### src/rtl/cg_pkg.sv
package cg_pkg;

    localparam int unsigned KEY_W = 4;
    localparam logic [KEY_W-1:0] KEY_SET_ONLY = 4'h5;
    localparam logic [KEY_W-1:0] KEY_CLR_ONLY = 4'h2;

    typedef enum logic [1:0] {
        WR_PLAIN = 2'd0,
        WR_SET   = 2'd1,
        WR_CLR   = 2'd2
    } wr_kind_e;

    typedef enum logic [2:0] {
        ENG_RUN     = 3'd0,
        ENG_OFF_DIR = 3'd1,
        ENG_ASK     = 3'd2,
        ENG_OFF_HS  = 3'd3,
        ENG_RESUME  = 3'd4
    } eng_state_e;

    typedef struct packed {
        logic clk_en;
        logic idle_req;
    } eng_out_t;

    function automatic wr_kind_e decode_key(input logic [KEY_W-1:0] key);
        case (key)
            KEY_SET_ONLY: return WR_SET;
            KEY_CLR_ONLY: return WR_CLR;
            default:      return WR_PLAIN;
        endcase
    endfunction

    function automatic eng_out_t state_outputs(input eng_state_e st);
        eng_out_t o;
        o.clk_en   = (st == ENG_RUN) || (st == ENG_ASK) || (st == ENG_RESUME);
        o.idle_req = (st == ENG_ASK) || (st == ENG_OFF_HS) || (st == ENG_RESUME);
        return o;
    endfunction

endpackage

### src/rtl/cg_regfile.sv
module cg_regfile
    import cg_pkg::*;
#(
    parameter int unsigned N_ENG    = 5,
    parameter int unsigned DATA_W   = 32,
    parameter int unsigned ADDR_W   = 2,
    parameter int unsigned MODE_ADR = 0,
    parameter int unsigned REQ_ADR  = 1
) (
    input  logic              clk,
    input  logic              rst,
    input  logic              wr,
    input  logic              rd,
    input  logic [ADDR_W-1:0] addr,
    input  logic [DATA_W-1:0] wdata,
    output logic [DATA_W-1:0] rdata,
    output logic [N_ENG-1:0]  mode_q,
    output logic [N_ENG-1:0]  req_q
);

    localparam int unsigned KEY_LSB = DATA_W - KEY_W;

    logic             hit_mode;
    logic             hit_req;
    wr_kind_e         kind;
    logic [N_ENG-1:0] wbits;
    logic [N_ENG-1:0] req_d;

    assign hit_mode = (addr == ADDR_W'(MODE_ADR));
    assign hit_req  = (addr == ADDR_W'(REQ_ADR));
    assign wbits    = wdata[N_ENG-1:0];
    assign kind     = decode_key(wdata[DATA_W-1:KEY_LSB]);

    always_comb begin
        case (kind)
            WR_SET:  req_d = req_q | wbits;
            WR_CLR:  req_d = req_q & ~wbits;
            default: req_d = wbits;
        endcase
    end

    always_ff @(posedge clk) begin
        if (rst) begin
            mode_q <= '0;
            req_q  <= '1;
        end else if (wr) begin
            if (hit_mode) mode_q <= wbits;
            if (hit_req)  req_q  <= req_d;
        end
    end

    always_comb begin
        rdata = '0;
        if (rd) begin
            if (hit_mode)     rdata = DATA_W'(mode_q);
            else if (hit_req) rdata = DATA_W'(req_q);
        end
    end

    logic unused_wdata;
    assign unused_wdata = ^wdata[KEY_LSB-1:N_ENG];

endmodule

### src/rtl/cg_engine_fsm.sv
module cg_engine_fsm
    import cg_pkg::*;
(
    input  logic clk,
    input  logic rst,
    input  logic req_on,
    input  logic hs_mode,
    input  logic idle_ack,
    output logic clk_en,
    output logic idle_req
);

    eng_state_e st_q;
    eng_state_e st_d;
    eng_out_t   outs;

    always_comb begin
        st_d = st_q;
        case (st_q)
            ENG_RUN: begin
                if (!req_on) st_d = hs_mode ? ENG_ASK : ENG_OFF_DIR;
            end
            ENG_OFF_DIR: begin
                if (req_on) st_d = ENG_RUN;
            end
            ENG_ASK: begin
                if (req_on)        st_d = ENG_RUN;
                else if (idle_ack) st_d = ENG_OFF_HS;
            end
            ENG_OFF_HS: begin
                if (req_on) st_d = ENG_RESUME;
            end
            ENG_RESUME: st_d = ENG_RUN;
            default:    st_d = ENG_RUN;
        endcase
    end

    always_ff @(posedge clk) begin
        if (rst) st_q <= ENG_RUN;
        else     st_q <= st_d;
    end

    assign outs     = state_outputs(st_q);
    assign clk_en   = outs.clk_en;
    assign idle_req = outs.idle_req;

endmodule

### src/rtl/cg_ctrl.sv
module cg_ctrl
    import cg_pkg::*;
#(
    parameter int unsigned N_ENG    = 5,
    parameter int unsigned DATA_W   = 32,
    parameter int unsigned ADDR_W   = 2,
    parameter int unsigned MODE_ADR = 0,
    parameter int unsigned REQ_ADR  = 1
) (
    input  logic              clk,
    input  logic              rst,
    input  logic              bus_wr,
    input  logic              bus_rd,
    input  logic [ADDR_W-1:0] bus_addr,
    input  logic [DATA_W-1:0] bus_wdata,
    output logic [DATA_W-1:0] bus_rdata,
    output logic [N_ENG-1:0]  clk_en,
    output logic [N_ENG-1:0]  idle_req,
    input  logic [N_ENG-1:0]  idle_ack
);

    logic [N_ENG-1:0] mode_q;
    logic [N_ENG-1:0] req_q;

    cg_regfile #(
        .N_ENG    (N_ENG),
        .DATA_W   (DATA_W),
        .ADDR_W   (ADDR_W),
        .MODE_ADR (MODE_ADR),
        .REQ_ADR  (REQ_ADR)
    ) u_regs (
        .clk    (clk),
        .rst    (rst),
        .wr     (bus_wr),
        .rd     (bus_rd),
        .addr   (bus_addr),
        .wdata  (bus_wdata),
        .rdata  (bus_rdata),
        .mode_q (mode_q),
        .req_q  (req_q)
    );

    for (genvar e = 0; e < N_ENG; e++) begin : g_eng
        cg_engine_fsm u_fsm (
            .clk      (clk),
            .rst      (rst),
            .req_on   (req_q[e]),
            .hs_mode  (mode_q[e]),
            .idle_ack (idle_ack[e]),
            .clk_en   (clk_en[e]),
            .idle_req (idle_req[e])
        );
    end

endmodule

### config.mk
export PLATFORM = sky130hd
export DESIGN_NAME = cg_ctrl
export DESIGN_NICKNAME = d
export VERILOG_FILES = /design/src/rtl/cg_pkg.sv /design/src/rtl/cg_regfile.sv /design/src/rtl/cg_engine_fsm.sv /design/src/rtl/cg_ctrl.sv
export SDC_FILE = /design/constraint.sdc
export NUM_CORES = 1
export LEC_CHECK = 0
export ABC_AREA = 1
export ABC_CLOCK_PERIOD_IN_PS = 1700
export BUFFER_PORTS_ARGS = -buffer_cell sky130_fd_sc_hd__buf_2
export CORE_MARGIN = 5
export CORE_UTILIZATION = 30
export CTS_CLUSTER_DIAMETER = 150
export DETAILED_ROUTE_END_ITERATION = 10
export PLACE_DENSITY = 0.63
export SYNTH_ARGS = -nofsm -noshare
export SYNTH_HDL_FRONTEND = slang
export SYNTH_SLANG_ARGS = --single-unit
### constraint.sdc
create_clock -name clk -period 1.7 [get_ports clk]
set_clock_uncertainty 0.15 [all_clocks]
set_input_delay 0.51 -clock clk [delete_from_list [all_inputs] [get_ports clk]]
set_output_delay 0.51 -clock clk [all_outputs]
set_load 0.02 [all_outputs]
* Word-level counts from Yosys, hierarchy flattened
Cells that the tools add are included.
** Operators by class
- Equal/unequal tests :: 45
- Mux-type cells :: 40
- Bitwise gates (word level) :: 3
- Reductions and logical operators :: 33
** Operators by type and width (count)
- $mux 3 :: 25
- $mux 32 :: 2
- $pmux 3 s4 :: 5
- $eq 3x2->1 const B :: 10
- $ne 2x2->1 const B :: 15
- $logic_or 1x1->1 :: 20
- $reduce_and 4->1 :: 5
- $eq 3x1->1 const B :: 5
- $eq 3x3->1 const B :: 5
- $logic_not 3->1 :: 5
- $ne 3x3->1 const B :: 5
- $mux 2 :: 5
- $pmux 5 s2 :: 1
- $and 5x5->5 :: 1
- $mux 5 :: 1
- $not 5->5 :: 1
- $or 5x5->5 :: 1
- $eq 2x1->1 const B :: 2
- $eq 4x2->1 const B :: 1
- $eq 4x3->1 const B :: 1
- $pmux 2 s2 :: 1
- $reduce_and 2->1 :: 2
- $eq 2x2->1 const B :: 1
- $logic_not 2->1 :: 1
** Word-level totals
- Bits in registers :: 25
- Input port bits :: 43

* Logic depth before layout (Yosys ltp)
Gate-level depths: netlist of the first run.
- Depth in word-level cells :: 4
- Mapped depth :: 8
- Mapped depth without buffers :: 8

* By module
Synthesis of the first run repeated with hierarchy kept, for this count alone.
** Unflattened totals
- Cells, all modules :: 307
- Area total of the unflattened synthesis :: 1939.4 um^2
** Modules (own cells, without submodules)
- cg_engine_fsm at g_eng[1].u_fsm ... :: times used 4, cells an instance 33, area an instance 212.7 um^2, seq. area each 60.1 um^2
- cg_regfile :: times used 1, cells an instance 135, area an instance 843.3 um^2, seq. area each 200.2 um^2
- cg_engine_fsm at g_eng[0].u_fsm :: times used 1, cells an instance 40, area an instance 245.2 um^2, seq. area each 60.1 um^2

* Worst setup path after synthesis of the first run
OpenSTA, ideal clock, no wires.
- Kind :: input-to-reg
- Start point :: input port bus_wdata[29]
- End point :: register u_regs.req_q[0]
- Arrival :: 1.621 ns
- Slack :: -0.201 ns
- Cell stages on the path :: 6
- Buffers on the path :: 0
- Cell sequence :: nor4_1 ha_1 nor2_1 o21ai_0 o211ai_1 o211ai_1
** Between the ends
- Cells in the longest elaborated chain, start to end :: 4
- Elaborated cells between the ends (all ways) :: 6
- Classes of those cells :: eq/ne (4); mux (2)
** RTL lines
- start, declared :: line cg_ctrl.sv:15 : input logic [DATA_W-1:0] bus_wdata,
- $eq 4x2->1 / $eq 4x3->1 (equally long branches) :: line cg_pkg.sv:27 : case (key)
- $pmux 2 s2 * :: line cg_pkg.sv:27
- $eq 2x2->1 / $eq 2x1->1 (equally long branches) :: line cg_regfile.sv:35 : case (kind)
- $pmux 5 s2 * :: line cg_regfile.sv:35
- end signal, assigned :: line cg_regfile.sv:48 : if (hit_req) req_q <= req_d;
- end, declared :: line cg_regfile.sv:18 : output logic [N_ENG-1:0] req_q
Mark *: on every way between the ends. The rest lies on a longest branch, timed or not.
A chain may end at the register's enable or synchronous reset.

* Final worst setup path of the first run
- Start point :: input port bus_addr[0]
- End point :: output port bus_rdata[0]
** Between the ends
- Cells in the longest elaborated chain, start to end :: 4
- Elaborated cells between the ends (all ways) :: 5
- Classes of those cells :: eq/ne (1); mux (3); reduce/logical (1)
** RTL lines
- start, declared :: line cg_ctrl.sv:14 : input logic [ADDR_W-1:0] bus_addr,
- $eq 2x1->1 :: line cg_regfile.sv:30 : assign hit_req = (addr == ADDR_W'(REQ_ADR));
- $mux 5 :: line cg_regfile.sv:56 : else if (hit_req) rdata = DATA_W'(req_q);
- $mux 32 * :: line cg_regfile.sv:55 : if (hit_mode) rdata = DATA_W'(mode_q);
- $mux 32 * :: line cg_regfile.sv:54 : if (rd) begin
- end, declared :: line cg_ctrl.sv:16 : output logic [DATA_W-1:0] bus_rdata,
Marked as above.

==> results of run 1 <==
layout make-up:
type                       count  area, um^2
timing repair buffer          50         397
inverter                      39         161
sequential                    25         538
multi-input combinational    206        1160
fill                         611        3520
tap                           75        93.8
clock buffer                   4        45.0
worst max-delay path: cells and delay by family:
family                 cells  cell delay [ns]
AO/OA/AOI/OAI              1             0.14
buffers and inverters      2             0.24
AND/OR/NAND/NOR            2             0.34
cell usage after synthesis, types with 2 or more instances:
library cell	instances
nand2_2	2
nor2_1	35
o21ai_0	20
o211ai_1	12
a21oi_1	22
o21ai_1	2
nor2_4	2
nand2_1	46
nand4_1	3
nor3_2	2
dfxtp_1	25
inv_1	38
nor2_2	2
buf_4	37
ha_1	2
nor3_1	5
nand3_1	21
routing by layer:
metal	vias up	track usage
met5	-	0
met4	0	0.0293
met3	5	0.0198
met2	54	0.208
met1	808	0.152
li1	944	-
final timing paths:
kind | start | end | slack [ns]
worst max-delay path | bus_addr[0] | bus_rdata[0] | -0.19
worst min-delay path | u_regs.mode_q[3]$_SDFFE_PP0P_ | u_regs.mode_q[3]$_SDFFE_PP0P_ | 0.35
worst max register to register | g_eng[2].u_fsm.st_q[1]$_SDFFE_PP0P_ | g_eng[2].u_fsm.st_q[0]$_SDFFE_PP0P_ | 0.36
worst min register to register | u_regs.mode_q[3]$_SDFFE_PP0P_ | u_regs.mode_q[3]$_SDFFE_PP0P_ | 0.35
sequential cells by signal, indices dropped and copies added, names as in the netlist:
name and flops:
u_regs.req_q 5, u_regs.mode_q 5, g_eng.u_fsm.st_q 15
timing repair:
action / CTS / global route
pin swaps: 13 / 10
setup endpoints to repair: 11 / 18
buffers inserted: 6 / 5
cloned: 0 / 0
resized for setup: 62 / 39
per-stage QoR:
| stage | setup WS [ns] | util | area (um^2) |
|---|---|---|---|
| global route | -0.245 | 0.405 | 2400 |
| finish | -0.188 | 0.405 | 2400 |
| floorplan | -0.0107 | - | 2010 |
| detailed placement | -0.310 | 0.341 | 2020 |
| CTS | -0.200 | 0.379 | 2240 |
| global placement | -0.305 | 0.341 | 2020 |
power by group:
group          internal, mW  switching [mW]  leakage, nW
Clock                 0.168           0.193       0.0228
Sequential            0.720           0.130        0.213
Combinational         0.603           0.796        0.819
kinds of logic (layout without fill, tap and decap cells):
| logic type | count (synthesis) | count (layout) | share of synthesized area |
|---|---|---|---|
| and+or+nand+nor | 120 | 120 | 0.293 |
| buffers and inverters | 77 | 93 | 0.240 |
| adders and majority gates | 2 | 2 | 0.0138 |
| other | 1 | 27 | 0.00206 |
| AOI/OAI and AO/OA | 57 | 57 | 0.176 |
| DFF | 25 | 25 | 0.275 |
==> results.py, run 1 <==
metrics = {
    "timing": {
        "slew_viol_final": 0,
        "setup_ws_ns": -0.188,
        "fin_crit_ns": 1.89,
        "finalSetupViolCount": 7,
        "timing.final.crit_share": 1.11,
        "fmax_mhz": 530,
        "rsz0062_at_grt": "true",
        "fin_tns_setup_ns": -0.911,
        "hold_violations": 0,
        "hold_ws_ns": 0.350,
    },
    "cells_and_area": {
        "area_delta_synth_final_pct": 32.0,
        "final_cell_mix": "nand2_1, nor2_1, inv_1",
        "fin_nets": 370,
        "final_common_cell": "nand2_1",
        "layout-drive-gt1-share": 0.373,
        "instances_no_fill": 399,
        "diodes": 0,
    },
    "setup_path": {
        "critPathSlowestCell": "nor2_4",
        "r2r_cells": 6,
        "cp_slowest_stage_delay_ns": 0.23,
        "start_kind": "input pin",
        "cp.required_ns": 1.04,
        "cp-end-kind": "primary output",
        "path_class": "in2out",
        "cp_max_fo": 7,
        "critPathArrivalTime_ns": 1.23,
        "cp_cell_sequence": "buf_8, nor2_4, nand2_2, a21oi_4, buf_6",
    },
    "yosys": {
        "ys_types": 23,
        "yosysTopAreaCell": "dfxtp_1",
        "ys.flop_type": "dfxtp_1",
        "synthTopCellsByArea": "dfxtp_1, buf_4, nand2_1",
        "ys_seq_area_frac": 0.275,
        "syn_inst": 282,
        "synth_edf_count": 0,
        "syn_area_mm2": 0.00182,
        "ys_ff_latch": 25,
        "synth.top_cell.area_share": 0.275,
        "avgSynthCellArea_um2": 6.44,
        "ys_warn_count": 0,
        "synthArstFlopShare": 0,
    },
    "power": {
        "p_total_mw": 2.61,
        "p_leak_nw": 1.05,
        "ir_drop_uv": 425,
        "powerDensity_mw_per_mm2": 1090,
    },
    "detailed_routing": {
        "antenna_left": 0,
        "via_count": 1811,
        "drt-wirelength-per-cell_um": 10.9,
        "drt_first_pass_iters": 4,
        "wl_met3_um": 273,
        "dr.max_layer_used": "met4",
        "wl_mm": 4.33,
        "route.met2.wl_mm": 2.13,
        "drt_iter0_markers": 84,
        "vias_per_cell": 4.54,
        "drc": 0,
        "wl_met1_mm": 1.89,
    },
    "cts": {
        "cts_num_sinks": 25,
        "cts_tree": "yes",
        "clk_pin_slew_ns": 0.09,
        "clockBufferDepth": 2,
        "clockRootBuffer": "clkbuf_8",
        "numCtsBuffers": 3,
        "holdBufCountCts": 0,
        "cts-htree-levels": 1,
        "clock_latency_ns": 0.27,
    },
    "hold_path": {
        "holdPathStages": 2,
        "hold_class": "reg2reg",
    },
    "run_status": {
        "violations": "negative setup slack",
        "status": "complete, but fails checks",
    },
    "die": {
        "num_io_pins": 85,
        "row_count": 28,
        "die-area_mm2": 0.00771,
        "die_x_um": 87.8,
        "fp.dieH_um": 87.8,
        "core_mm2": 0.00592,
        "initial_utilization": 0.307,
    },
    "grt": {
        "grt_overflow": 0,
        "grt_antenna_before_repair": 0,
        "grt_max_degree": 20,
        "grt_pass1_vias": 1711,
        "grt_pass1_wl_mm": 7.50,
        "grt_use_total": 0.119,
    },
    "placed_design": {
        "dp_hpwl_mm": 3.29,
        "io_buffer_count": 34,
        "gp_congestion": 0.816,
        "dpl.cell_count": 384,
    },
    "flow_run": {
        "max_cap_violations": 0,
    },
}
No activity file was read; power rests on OpenSTA's default activity.
==> run 2, diff against run 1 <==
- ABC_CLOCK_PERIOD_IN_PS: 1700 -> 2100
- PLACE_DENSITY: 0.63 -> 0.6
- SYNTH_HIERARCHICAL: unset -> 1
- TNS_END_PERCENT: unset -> 5
- clock period: 1.7 -> 2.1 ns (I/O delays scaled with it)
==> run 2 against run 1 <==
The flow still finishes with violations (negative setup slack). Wire length up 2.8%. Cell area down 4.9%. Power down 52%. Critical path depth unchanged. Combinational power down 70%. Die area up 6.0%. First-iteration DRC count down 9.5%. Cell count up 7.5%.
==> results.py, run 2 <==
metrics = {
    "timing": {
        "fin_tns_setup_ns": -0.00412,
        "hold_violations": 0,
        "setup_ws_ns": -0.00412,
        "timing.final.crit_share": 1.00,
        "slew_viol_final": 0,
        "hold_ws_ns": 0.375,
        "fin_crit_ns": 2.10,
        "finalSetupViolCount": 1,
        "rsz0062_at_grt": "true",
        "fmax_mhz": 475,
    },
    "yosys": {
        "yosysTopAreaCell": "dfxtp_1",
        "synth_edf_count": 0,
        "ys_ff_latch": 25,
        "synthArstFlopShare": 0,
        "synthTopCellsByCount": "nand2_1, inv_1, buf_4",
        "syn_inst": 307,
        "avgSynthCellArea_um2": 6.32,
        "synth.top_cell.area_share": 0.258,
        "ys_warn_count": 6,
        "syn_area_mm2": 0.00194,
        "ys_types": 23,
        "synthTopCellsByArea": "dfxtp_1, nand2_1, buf_4",
        "ys.flop_type": "dfxtp_1",
        "ys_seq_area_frac": 0.258,
        "yosys.cell_count.top_type": "nand2_1",
    },
    "detailed_routing": {
        "via_count": 1873,
        "antenna_left": 0,
        "drt_first_pass_iters": 4,
        "drt-wirelength-per-cell_um": 10.4,
        "wl_mm": 4.45,
        "vias_per_cell": 4.37,
        "drc": 0,
        "drt_iter0_markers": 76,
    },
    "cts": {
        "cts_num_sinks": 25,
        "cts-htree-levels": 1,
        "clk_pin_slew_ns": 0.09,
        "clockBufferDepth": 2,
        "clock_latency_ns": 0.26,
        "cts_tree": "yes",
        "holdBufCountCts": 0,
        "clockRootBuffer": "clkbuf_8",
        "numCtsBuffers": 3,
    },
    "grt": {
        "grt_pass1_wl_mm": 7.42,
        "grt_overflow": 0,
        "grt_use_total": 0.105,
        "grt_antenna_before_repair": 0,
        "grt_pass1_vias": 1663,
        "grt_max_degree": 22,
    },
    "setup_path": {
        "start_kind": "input pin",
        "path_class": "in2out",
        "r2r_start": "g_eng[0].u_fsm/st_q[1]$_SDFFE_PP0P_",
        "cp.required_ns": 1.32,
        "startpoint": "bus_addr[0]",
        "r2r_cells": 6,
        "cp-end-kind": "primary output",
        "regToRegSetupSlack_ns": 0.82,
        "critPathArrivalTime_ns": 1.32,
        "reg2reg_to": "g_eng[0].u_fsm/st_q[0]$_SDFFE_PP0P_",
        "cp_max_fo": 5,
        "crit_end": "bus_rdata[2]",
    },
    "power": {
        "powerDensity_mw_per_mm2": 550,
        "p_leak_nw": 1.10,
        "ir_drop_uv": 273,
    },
    "cells_and_area": {
        "largest_reg_flops": 15,
        "instances_no_fill": 429,
        "reg_top3": "g_eng.u_fsm/st_q x15, u_regs/mode_q x5, u_regs/req_q x5",
        "largest_register": "g_eng.u_fsm/st_q",
        "final_common_cell": "nand2_1",
        "diodes": 0,
        "area_delta_synth_final_pct": 17.7,
        "final_cell_mix": "nand2_1, inv_1, buf_2, conb_1",
        "layout-drive-gt1-share": 0.295,
        "fin_util": 0.361,
        "fin_nets": 398,
    },
    "die": {
        "num_io_pins": 85,
        "die_x_um": 90.4,
        "fp.dieH_um": 90.4,
        "initial_utilization": 0.307,
        "core_mm2": 0.00631,
        "die-area_mm2": 0.00817,
        "row_count": 29,
    },
    "placed_design": {
        "pre_cts_ws_ns": -0.147,
        "io_buffer_count": 34,
        "dpl.cell_count": 419,
        "dp_hpwl_mm": 3.27,
        "gp_congestion": 0.814,
    },
    "run_status": {
        "violations": "negative setup slack",
        "status": "complete, but fails checks",
    },
    "flow_run": {
        "max_cap_violations": 0,
    },
    "hold_path": {
        "hold_class": "reg2reg",
    },
}
==> run 2: cell types whose count changed after synthesis, moves of 3 or more <==
cell / previous run / this run
a21oi_1: 22 / 26
buf_4: 37 / 27
inv_1: 38 / 31
inv_2: 1 / 10
nand2_1: 46 / 87
nand3_1: 21 / 25
nand3_2: 0 / 9
nand3b_1: 0 / 5
nor2_1: 35 / 20
nor2_2: 2 / 10
nor2_4: 2 / 6
nor3_1: 5 / 8
o211ai_1: 12 / 1
o21ai_0: 20 / 1
==> run 2: power breakdown <==
part / switching, mW / internal, mW
logic: 0.271 / 0.148
registers: 0.0459 / 0.504
clock network: 0.151 / 0.136
total: 0.468 / 0.788
==> run 2: logic make-up after synthesis <==
kind of cell,synth area share
simple gates,0.441
compound gates,0.0884
flops,0.258
other cells,0.00193
buf+inv,0.197
fa+ha+maj,0.0129
==> run 2: how the worst min path moves through the flow <==
stage / start / end / cells past startpoint
finish: u_regs/mode_q[2]$_SDFFE_PP0P_ / g_eng[2].u_fsm/st_q[1]$_SDFFE_PP0P_ / 2
floorplan: u_regs/mode_q[1]$_SDFFE_PP0P_ / g_eng[1].u_fsm/st_q[1]$_SDFFE_PP0P_ / 2
detailed placement: u_regs/mode_q[4]$_SDFFE_PP0P_ / g_eng[4].u_fsm/st_q[1]$_SDFFE_PP0P_ / 2
global placement: u_regs/mode_q[4]$_SDFFE_PP0P_ / g_eng[4].u_fsm/st_q[1]$_SDFFE_PP0P_ / 2
global route: g_eng[4].u_fsm/st_q[0]$_SDFFE_PP0P_ / g_eng[4].u_fsm/st_q[2]$_SDFFE_PP0P_ / 2
CTS: u_regs/mode_q[4]$_SDFFE_PP0P_ / g_eng[4].u_fsm/st_q[1]$_SDFFE_PP0P_ / 2
==> run 2: routing by layer <==
| metal | vias up | global-route usage | part of all wire |
|---|---|---|---|
| met3 | 2 | 0.0142 | 0.051 |
| li1 | 1007 | - | - |
| met2 | 44 | 0.177 | 0.46 |
| met4 | 0 | 0.0434 | 0.012 |
| met1 | 820 | 0.135 | 0.47 |
| met5 | - | 0 | 0 |
==> run 2: area by class of cell <==
type	instances	area, um^2
Clock buffer	4	45.0
Fill cell	675	4030
Inverter	41	159
Multi-Input combinational cell	238	1200
Sequential cell	25	500
Tap cell	77	96.3
Timing Repair Buffer	44	278
==> run 2: repair_timing <==
action / in CTS / in global routing
gates resized for setup: 16 / 14
setup buffers: 3 / 2
gates cloned: 1 / 0
setup endpoints to repair: 5 / 6
pin swaps: 2 / 7
==> run 2: per-stage QoR <==
| step | total power, mW | instance area [um^2] |
|---|---|---|
| 2_1_floorplan | 0.891 | 2040 |
| 3_3_place_gp | 0.949 | 2110 |
| 3_5_place_dp | 0.953 | 2110 |
| 4_1_cts | 1.26 | 2230 |
| 5_1_grt | 1.35 | 2280 |
| 6_report | 1.26 | 2280 |
==> run 2: worst max-delay path, cell delays in order <==
cell	delay [ns]
buf_8	0.10
nor2_4	0.18
nand2_1	0.11
a21oi_2	0.14
buf_4	0.16
==> run 3, diff against run 2 <==
- PLACE_DENSITY: 0.6 -> 0.61
- SYNTH_HIERARCHICAL: 1 -> unset
==> run 3 against run 2 <==
The flow still finishes with violations (negative setup slack). Setup slack lost 0.017 ns. Count of clock-buffer cells in the layout fell by 1. Wire length decreased by 9.2%. Cell count is 9.8% lower. Power increased by 41%. Utilization decreased by 1.7 points. Flip-flop and latch count unchanged. First-iteration DRC count is 26% higher. Combinational power increased by 94%. Largest cell class unchanged. Highest routed layer unchanged.
==> results.py, run 3 (synthesized netlist as in run 1, its figures left out) <==
metrics = {
    "run_status": {
        "status": "complete, but fails checks",
        "violations": "negative setup slack",
    },
    "detailed_routing": {
        "drt-wirelength-per-cell_um": 10.5,
        "drt_iter0_markers": 96,
        "antenna_left": 0,
        "drt_first_pass_iters": 4,
        "drc": 0,
        "wl_mm": 4.05,
        "via_count": 1751,
        "vias_per_cell": 4.52,
    },
    "setup_path": {
        "path_class": "in2out",
        "cp.required_ns": 1.32,
        "cp-end-kind": "primary output",
        "critPathBufInv": 2,
        "cpLargestDelayFamily": "buffers and inverters",
        "critPathArrivalTime_ns": 1.34,
        "cp_cell_sequence": "buf_6, nor2_4, nand2_1, a21oi_2, buf_4",
        "cp_max_fo": 6,
        "critPathSlowestCell": "nor2_4",
        "start_kind": "input pin",
        "cp_slowest_stage_delay_ns": 0.18,
    },
    "timing": {
        "finalSetupViolCount": 2,
        "fmax_mhz": 471,
        "timing.final.crit_share": 1.01,
        "hold_ws_ns": 0.342,
        "hold_violations": 0,
        "setup_ws_ns": -0.0215,
        "fin_tns_setup_ns": -0.0349,
        "rsz0062_at_grt": "true",
        "fin_crit_ns": 2.12,
        "slew_viol_final": 0,
    },
    "die": {
        "num_io_pins": 85,
        "row_count": 28,
        "core_mm2": 0.00592,
        "die-area_mm2": 0.00771,
        "die_x_um": 87.8,
        "initial_utilization": 0.307,
        "fp.dieH_um": 87.8,
    },
    "cts": {
        "cts_num_sinks": 25,
        "clock_latency_ns": 0.27,
        "clk_pin_slew_ns": 0.09,
        "numCtsBuffers": 3,
        "cts-htree-levels": 1,
        "clockBufferDepth": 2,
        "clockRootBuffer": "clkbuf_8",
        "holdBufCountCts": 0,
        "cts_tree": "yes",
    },
    "power": {
        "internal-power_mw": 0.967,
        "p_leak_nw": 0.946,
        "p_seq_frac": 0.375,
        "switchingPower_mw": 0.805,
        "ir_drop_uv": 350,
        "p_clk_frac": 0.166,
        "powerDensity_mw_per_mm2": 870,
        "comb_power_share": 0.459,
        "netSwitchingFraction": 0.454,
    },
    "cells_and_area": {
        "area_delta_synth_final_pct": 12.1,
        "fin_nets": 358,
        "layout-drive-gt1-share": 0.208,
        "largest_register": "g_eng.u_fsm.st_q",
        "instances_no_fill": 387,
        "final_cell_mix": "nand2_1, inv_1, nor2_1",
        "reg_top3": "g_eng.u_fsm.st_q x15, u_regs.mode_q x5, u_regs.req_q x5",
        "largest_reg_flops": 15,
        "diodes": 0,
        "final_common_cell": "nand2_1",
    },
    "grt": {
        "grt_overflow": 0,
        "grt_pass1_wl_mm": 6.56,
        "grt_max_degree": 20,
        "grt_antenna_before_repair": 0,
        "grt_pass1_vias": 1554,
        "grt_use_total": 0.105,
    },
    "placed_design": {
        "io_buffer_count": 34,
        "dp_hpwl_mm": 3.14,
        "dpl.cell_count": 382,
        "gp_congestion": 0.852,
        "pre_cts_ws_ns": -0.190,
    },
    "hold_path": {
        "hold_class": "reg2reg",
    },
    "flow_run": {
        "max_cap_violations": 0,
    },
}
==> run 3: cell count changes in the layout (fill, tap and decap cells not counted), sizes merged, moves of 2 or more <==
cell and change:
inv -2, nand4 +2, buf -6, o21ai +18, nand3 -13, nand3b -5
nor2 +2, nand2 -43, a21oi -4, o211ai +11
==> run 3: routing by layer <==
layer	vias to the layer above	track usage	routed length, um
met5	-	0	0
met2	62	0.175	1740
met4	0	0.0460	76
met3	7	0.0141	275
met1	766	0.135	1960
li1	916	-	-
==> run 3: final cells by class <==
type	instances	area, um^2
well taps	75	93.8
clock buffers	3	41.3
fillers	644	3880
clock inverters	1	5.00
flip-flops and latches	25	500
repair buffers	38	236
inverters	39	149
multi-input cells	206	1010
==> run 3: tightest hold or removal path: stages, from the launching register on <==
cell and delay (ns):
dfxtp_1 0.34, nand2_1 0.06, a21oi_1 0.05
==> run 3: worst paths after layout <==
check                                              to  slack, ns                                 from  cells after the start
setup reg to reg  g_eng[4].u_fsm.st_q[1]$_SDFFE_PP0P_       0.83  g_eng[4].u_fsm.st_q[1]$_SDFFE_PP0P_                      7
setup / recovery                         bus_rdata[3]      -0.02                          bus_addr[1]                      5
hold / removal          u_regs.mode_q[4]$_SDFFE_PP0P_       0.34        u_regs.mode_q[4]$_SDFFE_PP0P_                      2
hold reg to reg         u_regs.mode_q[4]$_SDFFE_PP0P_       0.34        u_regs.mode_q[4]$_SDFFE_PP0P_                      2
==> run 3: timing repair <==
item,in CTS,in global routing
endpoints found under the setup margin,5,11
gates resized for setup,20,6
setup buffers,0,1
pin swaps,7,2
==> run 3: power by group through the flow <==
stage                     Clock [mW]  Sequential, mW  Combinational [mW]
final                          0.294           0.664               0.814
after global routing           0.318           0.683               0.938
after CTS                      0.305           0.659               0.811
after detailed placement           0           0.671               0.797
after global placement             0           0.669               0.790
after floorplan                    0           0.647               0.748
==> run 3: through the flow <==
| stage | area [um^2] | util | total power [mW] |
|---|---|---|---|
| global placement | 1910 | 0.323 | 1.46 |
| detailed placement | 1910 | 0.323 | 1.47 |
| CTS | 2010 | 0.340 | 1.78 |
| global route | 2040 | 0.344 | 1.94 |
| finish | 2040 | 0.344 | 1.77 |
| floorplan | 1910 | - | 1.39 |
